$ cat src/rtl/cvt_pkg.sv
package cvt_pkg;

  // Phases of one conversion.
  typedef enum logic [1:0] {
    SQ_IDLE   = 2'd0,
    SQ_SETTLE = 2'd1,
    SQ_BITS   = 2'd2
  } seq_state_e;

  // Mode field value for a ground-referenced single input.
  localparam logic [1:0] MODE_SINGLE = 2'b01;

  // One-cycle events decoded from the synchronised strobes.
  typedef struct packed {
    logic cfg_load;    // latch a new configuration
    logic conv_start;  // begin (or restart) a conversion
    logic intr_clear;  // return the interrupt flag high
  } strobe_evt_t;

endpackage

$ cat src/rtl/cvt_strobe_sync.sv
module cvt_strobe_sync
  import cvt_pkg::*;
#(
  parameter int SYNC_STAGES = 2,
  parameter int DATA_W      = 5
) (
  input  logic              clk,
  input  logic              rst_n,
  input  logic              cs_n,
  input  logic              wr_n,
  input  logic              rd_n,
  input  logic [DATA_W-1:0] db_in,
  output logic [DATA_W-1:0] db_sync,
  output strobe_evt_t       evt
);

  localparam int VEC_W = DATA_W + 3;
  localparam logic [VEC_W-1:0] VEC_IDLE = {3'b111, {DATA_W{1'b0}}};

  // Strobes and configuration lines travel through the same chain, so the
  // sampled data stays aligned with the strobe edge that uses it.
  logic [VEC_W-1:0] chain [SYNC_STAGES];

  genvar g;
  generate
    for (g = 0; g < SYNC_STAGES; g++) begin : g_sync
      if (g == 0) begin : g_first
        always_ff @(posedge clk or negedge rst_n) begin
          if (!rst_n) chain[g] <= VEC_IDLE;
          else        chain[g] <= {cs_n, wr_n, rd_n, db_in};
        end
      end else begin : g_next
        always_ff @(posedge clk or negedge rst_n) begin
          if (!rst_n) chain[g] <= VEC_IDLE;
          else        chain[g] <= chain[g-1];
        end
      end
    end
  endgenerate

  logic [VEC_W-1:0] last;
  logic s_cs, s_wr, s_rd;
  assign last    = chain[SYNC_STAGES-1];
  assign s_cs    = last[VEC_W-1];
  assign s_wr    = last[VEC_W-2];
  assign s_rd    = last[VEC_W-3];
  assign db_sync = last[DATA_W-1:0];

  logic wr_act, rd_act;
  logic wr_act_q, rd_act_q;
  logic rd_hi_q;     // read strobe seen high during the current write
  logic wr_in_rd_q;  // a write occurred during the current read

  assign wr_act = ~s_cs & ~s_wr;
  assign rd_act = ~s_cs & ~s_rd;

  logic wr_start, wr_end, rd_start, rd_end;
  assign wr_start = wr_act & ~wr_act_q;
  assign wr_end   = ~wr_act & wr_act_q;
  assign rd_start = rd_act & ~rd_act_q;
  assign rd_end   = ~rd_act & rd_act_q;

  always_ff @(posedge clk or negedge rst_n) begin
    if (!rst_n) begin
      wr_act_q   <= 1'b0;
      rd_act_q   <= 1'b0;
      rd_hi_q    <= 1'b0;
      wr_in_rd_q <= 1'b0;
    end else begin
      wr_act_q <= wr_act;
      rd_act_q <= rd_act;
      if (wr_start)               rd_hi_q <= ~rd_act;
      else if (wr_act && !rd_act) rd_hi_q <= 1'b1;
      if (rd_start)               wr_in_rd_q <= wr_act;
      else if (rd_act && wr_act)  wr_in_rd_q <= 1'b1;
    end
  end

  logic read_start;
  assign read_start = rd_end & ~wr_in_rd_q & ~wr_act;

  always_comb begin
    evt.cfg_load   = wr_end & rd_hi_q;
    evt.conv_start = wr_end | read_start;
    evt.intr_clear = wr_start | rd_start;
  end

endmodule

$ cat src/rtl/cvt_sar_seq.sv
module cvt_sar_seq
  import cvt_pkg::*;
#(
  parameter int WIDTH      = 8,
  parameter int SETTLE_CYC = 1
) (
  input  logic             clk,
  input  logic             rst_n,
  input  logic             start,
  input  logic             cmp_in,
  output logic [WIDTH-1:0] trial_code,
  output logic             sample_en,
  output logic             done,
  output logic [WIDTH-1:0] result
);

  localparam int IDX_W = (WIDTH > 1) ? $clog2(WIDTH) : 1;
  localparam int CNT_W = (SETTLE_CYC > 1) ? $clog2(SETTLE_CYC + 1) : 1;
  localparam logic [IDX_W-1:0] MSB_IDX  = IDX_W'(WIDTH - 1);
  localparam logic [CNT_W-1:0] CNT_LAST = CNT_W'(SETTLE_CYC - 1);

  seq_state_e       state_q;
  logic [WIDTH-1:0] sar_q, sar_nxt, bit_mask;
  logic [IDX_W-1:0] idx_q;
  logic [CNT_W-1:0] cnt_q;
  logic             done_q;
  logic [WIDTH-1:0] result_q;

  always_comb begin
    bit_mask = '0;
    if (state_q == SQ_BITS) bit_mask[idx_q] = 1'b1;
    trial_code     = sar_q | bit_mask;
    sar_nxt        = sar_q;
    sar_nxt[idx_q] = cmp_in;
  end

  always_ff @(posedge clk or negedge rst_n) begin
    if (!rst_n) begin
      state_q  <= SQ_IDLE;
      sar_q    <= '0;
      idx_q    <= '0;
      cnt_q    <= '0;
      done_q   <= 1'b0;
      result_q <= '0;
    end else begin
      done_q <= 1'b0;
      if (start) begin
        state_q <= SQ_SETTLE;
        sar_q   <= '0;
        cnt_q   <= '0;
        idx_q   <= MSB_IDX;
      end else begin
        case (state_q)
          SQ_SETTLE: begin
            if (cnt_q == CNT_LAST) state_q <= SQ_BITS;
            else                   cnt_q   <= cnt_q + 1'b1;
          end
          SQ_BITS: begin
            sar_q <= sar_nxt;
            if (idx_q == '0) begin
              state_q  <= SQ_IDLE;
              result_q <= sar_nxt;
              done_q   <= 1'b1;
            end else begin
              idx_q <= idx_q - 1'b1;
            end
          end
          default: ;
        endcase
      end
    end
  end

  assign sample_en = (state_q == SQ_SETTLE);
  assign done      = done_q;
  assign result    = result_q;

endmodule

$ cat src/rtl/cvt_out_latch.sv
module cvt_out_latch #(
  parameter int WIDTH = 8
) (
  input  logic             clk,
  input  logic             rst_n,
  input  logic             done,
  input  logic [WIDTH-1:0] result,
  input  logic             intr_clear,
  input  logic             cs_n,
  input  logic             rd_n,
  output logic [WIDTH-1:0] db_out,
  output logic             db_oe,
  output logic             intr_n
);

  logic [WIDTH-1:0] data_q;
  logic             intr_q;

  // A completing conversion wins over a clear in the same cycle.
  always_ff @(posedge clk or negedge rst_n) begin
    if (!rst_n) begin
      data_q <= '0;
      intr_q <= 1'b1;
    end else if (done) begin
      data_q <= result;
      intr_q <= 1'b0;
    end else if (intr_clear) begin
      intr_q <= 1'b1;
    end
  end

  assign db_oe  = ~cs_n & ~rd_n;
  assign db_out = db_oe ? data_q : '0;
  assign intr_n = intr_q;

endmodule

$ cat src/rtl/cvt_bus_ctrl.sv
module cvt_bus_ctrl
  import cvt_pkg::*;
#(
  parameter int WIDTH       = 8,
  parameter int ADDR_W      = 5,
  parameter int SYNC_STAGES = 2,
  parameter int SETTLE_CYC  = 1,
  parameter logic [ADDR_W-1:0] CFG_RESET = ADDR_W'({MODE_SINGLE, 3'b000})
) (
  input  logic              clk,
  input  logic              rst_n,
  input  logic              cs_n,
  input  logic              wr_n,
  input  logic              rd_n,
  input  logic [ADDR_W-1:0] db_in,
  output logic [WIDTH-1:0]  db_out,
  output logic              db_oe,
  output logic              intr_n,
  output logic [ADDR_W-1:0] mux_cfg,
  output logic              sample_en,
  output logic [WIDTH-1:0]  trial_code,
  input  logic              cmp_in
);

  strobe_evt_t       evt;
  logic [ADDR_W-1:0] db_sync;
  logic              cfg_load, conv_start, intr_clear;
  logic              conv_done;
  logic [WIDTH-1:0]  conv_result;
  logic [ADDR_W-1:0] cfg_q;

  cvt_strobe_sync #(
    .SYNC_STAGES (SYNC_STAGES),
    .DATA_W      (ADDR_W)
  ) u_sync (
    .clk     (clk),
    .rst_n   (rst_n),
    .cs_n    (cs_n),
    .wr_n    (wr_n),
    .rd_n    (rd_n),
    .db_in   (db_in),
    .db_sync (db_sync),
    .evt     (evt)
  );

  assign cfg_load   = evt.cfg_load;
  assign conv_start = evt.conv_start;
  assign intr_clear = evt.intr_clear;

  always_ff @(posedge clk or negedge rst_n) begin
    if (!rst_n)        cfg_q <= CFG_RESET;
    else if (cfg_load) cfg_q <= db_sync;
  end
  assign mux_cfg = cfg_q;

  cvt_sar_seq #(
    .WIDTH      (WIDTH),
    .SETTLE_CYC (SETTLE_CYC)
  ) u_seq (
    .clk        (clk),
    .rst_n      (rst_n),
    .start      (conv_start),
    .cmp_in     (cmp_in),
    .trial_code (trial_code),
    .sample_en  (sample_en),
    .done       (conv_done),
    .result     (conv_result)
  );

  cvt_out_latch #(
    .WIDTH (WIDTH)
  ) u_out (
    .clk        (clk),
    .rst_n      (rst_n),
    .done       (conv_done),
    .result     (conv_result),
    .intr_clear (intr_clear),
    .cs_n       (cs_n),
    .rd_n       (rd_n),
    .db_out     (db_out),
    .db_oe      (db_oe),
    .intr_n     (intr_n)
  );

endmodule

$ cat config.mk
export PLATFORM = sky130hd
export DESIGN_NAME = cvt_bus_ctrl
export DESIGN_NICKNAME = d
export VERILOG_FILES = /design/src/rtl/cvt_pkg.sv /design/src/rtl/cvt_strobe_sync.sv /design/src/rtl/cvt_sar_seq.sv /design/src/rtl/cvt_out_latch.sv /design/src/rtl/cvt_bus_ctrl.sv
export SDC_FILE = /design/constraint.sdc
export NUM_CORES = 1
export LEC_CHECK = 0
export BUFFER_PORTS_ARGS = -buffer_cell sky130_fd_sc_hd__buf_2
export CAP_MARGIN = 20
export CORE_UTILIZATION = 45
export DETAILED_ROUTE_END_ITERATION = 7
export PLACE_DENSITY = 0.65
export SLEW_MARGIN = 0
export SYNTH_ARGS = -nofsm -noshare
export SYNTH_HDL_FRONTEND = slang
export SYNTH_SLANG_ARGS = --single-unit
$ cat constraint.sdc
create_clock -name clk -period 4.1 [get_ports clk]
set_clock_uncertainty 0.05 [all_clocks]
set_input_delay 0.615 -clock clk [delete_from_list [all_inputs] [get_ports clk]]
set_output_delay 0.615 -clock clk [all_outputs]
set_load 0.01 [all_outputs]
# Yosys cells after proc, flatten, opt, wreduce, memory -nomap -nowiden
# Cells that the tools add are included.
# op_classes
order_cmp	2
eq_ne	5
addsub	2
n_reduce_logical	14
bitwise_logic	24
n_mux	26
# op_table
cell	count
8-bit two-way mux	4
1-bit two-way mux	13
1-bit inverter	11
1-bit AND	10
2-bit nonzero test	5
3-bit two-way mux	3
8-bit bitwise mux	1
8-bit bitwise OR	1
2-bit two-way mux	3
3-bit inequality test, second input constant	2
3-bit AND reduction	2
3-bit by 4-bit < comparator with 1-bit output, second input constant	1
2-bit case mux with 2 select lines	1
1-bit demux with 3-bit select	1
3-bit by 1-bit greater-or-equal comparator with 1-bit output, second input constant	1
1-bit logical AND	3
3-bit logical NOT	1
3-bit nonzero test	1
3-bit by 1-bit subtractor with 3-bit output, second input constant	1
2-bit by 1-bit equality test with 1-bit output, second input constant	1
2-bit equality test, second input constant	1
2-bit inequality test, second input constant	1
1-bit bitwise OR	2
2-bit AND reduction	1
other kinds (2)	2
# word_totals
wordCells	88
ff_bits	57
output_inout_bits	24
inputBits	11

# Logic depth before layout (Yosys ltp)
# depth
depth_word	9
depth_mapped	7
mapped_depth_nobuf	6

# Cells and area by module
# A second synthesis with hierarchy kept.
# unflattened
hier_cells	181
hier_area_um2	2343.5
# by_module_without_submodules
mod	cells_each	area_per_inst_um2	seq_area_each_um2	instances
cvt_sar_seq	101	1098.6	550.5	1
cvt_strobe_sync	40	620.6	508.0	1
cvt_out_latch	30	441.7	226.5	1
cvt_bus_ctrl	10	182.7	126.4	1

# Least setup slack after synthesis
# Ideal clock, no wire load.
# synth_timing
path_kind	input-to-output
startpoint	in rd_n
endpoint	out db_out[0]
slack_ps	2260
required_time_ps	3435
path_buffers	0
t_arrival_ps	1175
stages	2
cell_sequence	nor2_1 -> and2_1
# synth_via
elab_chain_cells	3
# synth_lines
item	line_no	source
start: declaration	cvt_bus_ctrl.sv:14	input logic rd_n,
1-bit inverter	cvt_out_latch.sv:32	assign db_oe = ~cs_n & ~rd_n;
1-bit AND	cvt_out_latch.sv:32	
8-bit two-way mux	cvt_out_latch.sv:33	assign db_out = db_oe ? data_q : '0;
end: declaration	cvt_bus_ctrl.sv:16	output logic [WIDTH-1:0] db_out,
# No other way between the ends.

# Worst setup path in the final report
# layout_timing
startpoint	reg u_seq.state_q[0]
endpoint	out trial_code[2]
# layout_via
elab_chain_cells	3
# layout_lines
item	line_no	source
start: declaration	cvt_sar_seq.sv:22	seq_state_e state_q;
start signal: assignment	cvt_sar_seq.sv:39	state_q <= SQ_IDLE;
start signal: assignment	cvt_sar_seq.sv:48	state_q <= SQ_SETTLE;
start signal: assignment	cvt_sar_seq.sv:55	if (cnt_q == CNT_LAST) state_q <= SQ_BITS;
2-bit equality test	cvt_sar_seq.sv:31	if (state_q == SQ_BITS) bit_mask[idx_q] = 1'b1;
8-bit two-way mux	cvt_sar_seq.sv:31	
8-bit bitwise OR	cvt_sar_seq.sv:32	trial_code = sar_q | bit_mask;
end: declaration	cvt_bus_ctrl.sv:21	output logic [WIDTH-1:0] trial_code,
# No other way between the ends.

==> results by group <==
Outcome
  • Status: finished, final reports clean

Global route
  • GR Overflow Total: 0
  • Initial antenna violation count: 0
  • First-pass GRT wire length: 6630 um
  • Largest net degree at the start of global routing: 47
  • Vias in the first global route: approximately 1300
  • GRT met3 Usage: 3.794%
  • Layer with the highest usage: met1
  • Met1 Track Usage GR: 24.62%
  • GRT Overall Usage: between 15 and 20%
  • GR Util met2: a little under a quarter

Routing
  • DRC: 0
  • Vias per cell: between 4 and 5
  • Post-DRT Antenna Nets: 0
  • Routed vias: 1445
  • DRT Pass-1 Iters: 4
  • Routed WL: 3978 um
  • Wire length per cell: 13.58 um
  • DR iter-0 viols: 76

Worst setup path
  • CP Max Fanout: 13
  • Worst reg-to-reg path cell count: 4
  • Required @ worst endpoint: 3.43 ns
  • CP arrival: around 1.9 ns
  • CP startpoint kind: flip-flop
  • CP top delay family: simple AND/OR/NAND/NOR gates
  • WP depth: 6
  • CP Capture Type: primary output
  • Buf+Inv Stages, Crit Path: 2
  • Critical Path, Cell by Cell: inv_1 -> ha_1 -> nand2_1 -> nor3_1 -> or2_2 -> buf_2
  • CP Class: flip-flop to primary output
  • Crit path largest cell delay: 0.41 ns
  • Slowest-stage cell, CP: ha_1

STA
  • Rel. slew slack: between 40% and 50%
  • Actual slew at the worst max-slew pin: 0.8056 ns
  • Fmax: 0.3859 GHz
  • Final Slew Violations: 0
  • Hold violation count in the final report: 0
  • Hold Slack: 0.1802 ns
  • Tmin final: 2.592 ns
  • Final Cycle Share: 63.21%
  • # setup viols final: 0
  • Setup TNS: 0 ns
  • Unrepaired setup endpoints after global routing: no

Layout
  • Final Instance Area: between 2000 and 3000 um^2
  • Ant diodes: 0
  • Area growth syn-to-layout: 14.37%
  • Share of cells above drive strength 1: 34.07%
  • FILL cells: 416
  • Post-layout utilization of the core: 55.05%
  • Final nets: between 200 and 250

Die
  • # IOs: 35
  • Core area: 4848 um^2
  • Die ar.: 5477 um^2
  • Die extent in x: 74.01 um
  • Core Rows: 25
  • Initial Utilization: 48.13%
  • Die Y: roughly 74 um

Synthesis
  • Top-area cell type share of the netlist area: 51.47%
  • Yosys warns: 0
  • Top cells by count, synth: dfrtp_1 (48), mux2_2 (18), nor2_1 (18)
  • Post-synthesis adder-cell area fraction: 2.145%
  • Largest area contributor in the netlist: dfrtp_1
  • Largest family of logic cells by synthesized area: multiplexers
  • Synthesized area: 2333 um^2
  • Most common cell in the netlist: dfrtp_1
  • Multiplexer share of the synthesized area: 13.03%
  • Register area share after synthesis: 60.48%
  • Post-Synth Simple-Gate Area: 11.69%
  • Unique masters post-synth: 34
  • Top post-synthesis cells by area: dfrtp_1 (51%), dfstp_2 (9.0%), mux2_2 (8.7%)
  • Main synth FF type: dfrtp_1
  • Post-synth net total: between 200 and 250
  • Mapped Cells: 190
  • FF+latch count, synth: 56
  • Compound-Gate Fraction of Synth Area: 8.204%
  • Post-synth EDFFs: 0
  • Syn Area/Cell: 12.28 um^2
  • Asr flop ratio synth: 100.0%
  • Post-Synth XOR/XNOR Area: 0.7507%

Pwr
  • Pint: 1092 uW
  • Switch share: 32.06%
  • P per Cell Area: 602.2 nW/um^2
  • Clk network pwr share: a little over a fifth
  • Reg power frac: 48.9%
  • Combinational share of power: 29.2%
  • Pleak: 0.001293 uW
  • Switching power: 515.3 uW
  • Peak supply drop: 0.0003265 V

Clocking
  • Post-CTS setup buffers: 0
  • Root Driver: clkbuf_8
  • Reg clk slew, reported paths: approximately 0.09 ns
  • H-Tree Depth: 2
  • Worst skew pair latency: 0.31 ns
  • Max Root-Sink Buffers: 2
  • CTS resizes: 0
  • Clock sinks: 56
  • CTS buffer count: 5
  • Hold-fix buffers, CTS: 0
  • TritonCTS clock tree: built

Placement
  • Routability cong.: 0.8121
  • Port bufs: 34
  • Post-DP HPWL: 2799 um
  • Placed cell areas: 2541 um^2

Worst hold path
  • Hold WC Path Type: input pin to async pin

Flow run
  • Max-cap violations: 0
power by group through the flow:
stage	clock (uW)	sequential (uW)	combinational, uW
after floorplan	0	750	394
after global placement	0	793	463
after detailed placement	0	797	471
after CTS	362	788	474
after global routing	385	806	530
final	352	786	469
worst reg2reg max path: stages, from the launching register on:
cell and delay, ns:
dfstp_2 0.58, inv_1 0.06, a22oi_2 0.64, or2_1 0.35, mux2_2 0.37
state kept, by name, indices dropped and copies added (netlist names):
signal	count
u_seq.result	8
u_sync.rd_hi_q	1
u_seq.sar_q	8
u_sync.chain	8
u_sync.rd_act_q	1
u_out.intr_n	1
u_out.data_q	8
u_sync.wr_act_q	1
u_seq.idx_q	3
mux_cfg	5
u_sync.wr_in_rd_q	1
u_sync.last	8
u_seq.done	1
u_seq.state_q	2
cell type report:
| cell class | count | area (um^2) | share of cell area (%) |
|---|---|---|---|
| flip-flops and latches | 56 | 1411 | 52.88 |
| multi-input cells | 118 | 835.8 | 31.32 |
| repair buffers | 36 | 197.7 | 7.407 |
| well taps | 67 | 83.83 | 3.141 |
| clock buffers | 6 | 72.57 | 2.719 |
| clock inverters | 2 | 35.03 | 1.313 |
| inverters | 8 | 32.53 | 1.219 |
layout by cell type (no fill, tap or decap), types with 2 or more instances in the layout:
master and instances:
nand3_1 2, nor2_1 18, inv_1 7, nor3_1 4, and2_1 8, a21o_1 2
mux2_2 18, a21oi_1 3, o21bai_1 4, xnor2_1 2, dfstp_2 8, o21ai_0 12
a211oi_1 3, ha_1 4, mux2i_1 9, buf_2 34, nand2b_1 5, or3_1 2
or2_2 6, dfrtp_1 48, nand2_1 6, clkbuf_8 5
per-stage QoR:
stage / total power, uW / setup WS [ns] / std cells
finish: 1607 / 1.508 / 293
global route: 1720 / 1.351 / 293
CTS: 1624 / 1.503 / 292
detailed placement: 1269 / 1.846 / 284
global placement: 1256 / 1.890 / 284
floorplan: 1144 / 2.260 / 190
cell families after synthesis:
logic type	Yosys count
compound gates	30
xor+xnor	2
fa+ha+maj	4
buf+inv	16
flops	56
mux	28
simple gates	54
worst paths after layout:
| kind | startpoint | end | slack (ns) |
|---|---|---|---|
| setup reg to reg | u_sync.last[7] | u_seq.result[4] | 1.95 |
| hold reg to reg | u_sync.chain[9] | u_sync.last[1] | 0.30 |
| hold / removal | rst_n | u_sync.rd_hi_q | 0.18 |
| max in group asynchronous | rst_n | u_sync.chain[14] | 3.04 |
| min in group clk | u_sync.chain[9] | u_sync.last[1] | 0.30 |
| setup / recovery | u_seq.state_q[0] | trial_code[2] | 1.51 |
per-layer routing:
layer  wire length, um  share of wire [%]
met1              2049                 52
met4                73                1.8
met3               126                3.2
met5                 0                  0
met2              1728                 43
No activity file was read; power rests on OpenSTA's default activity.
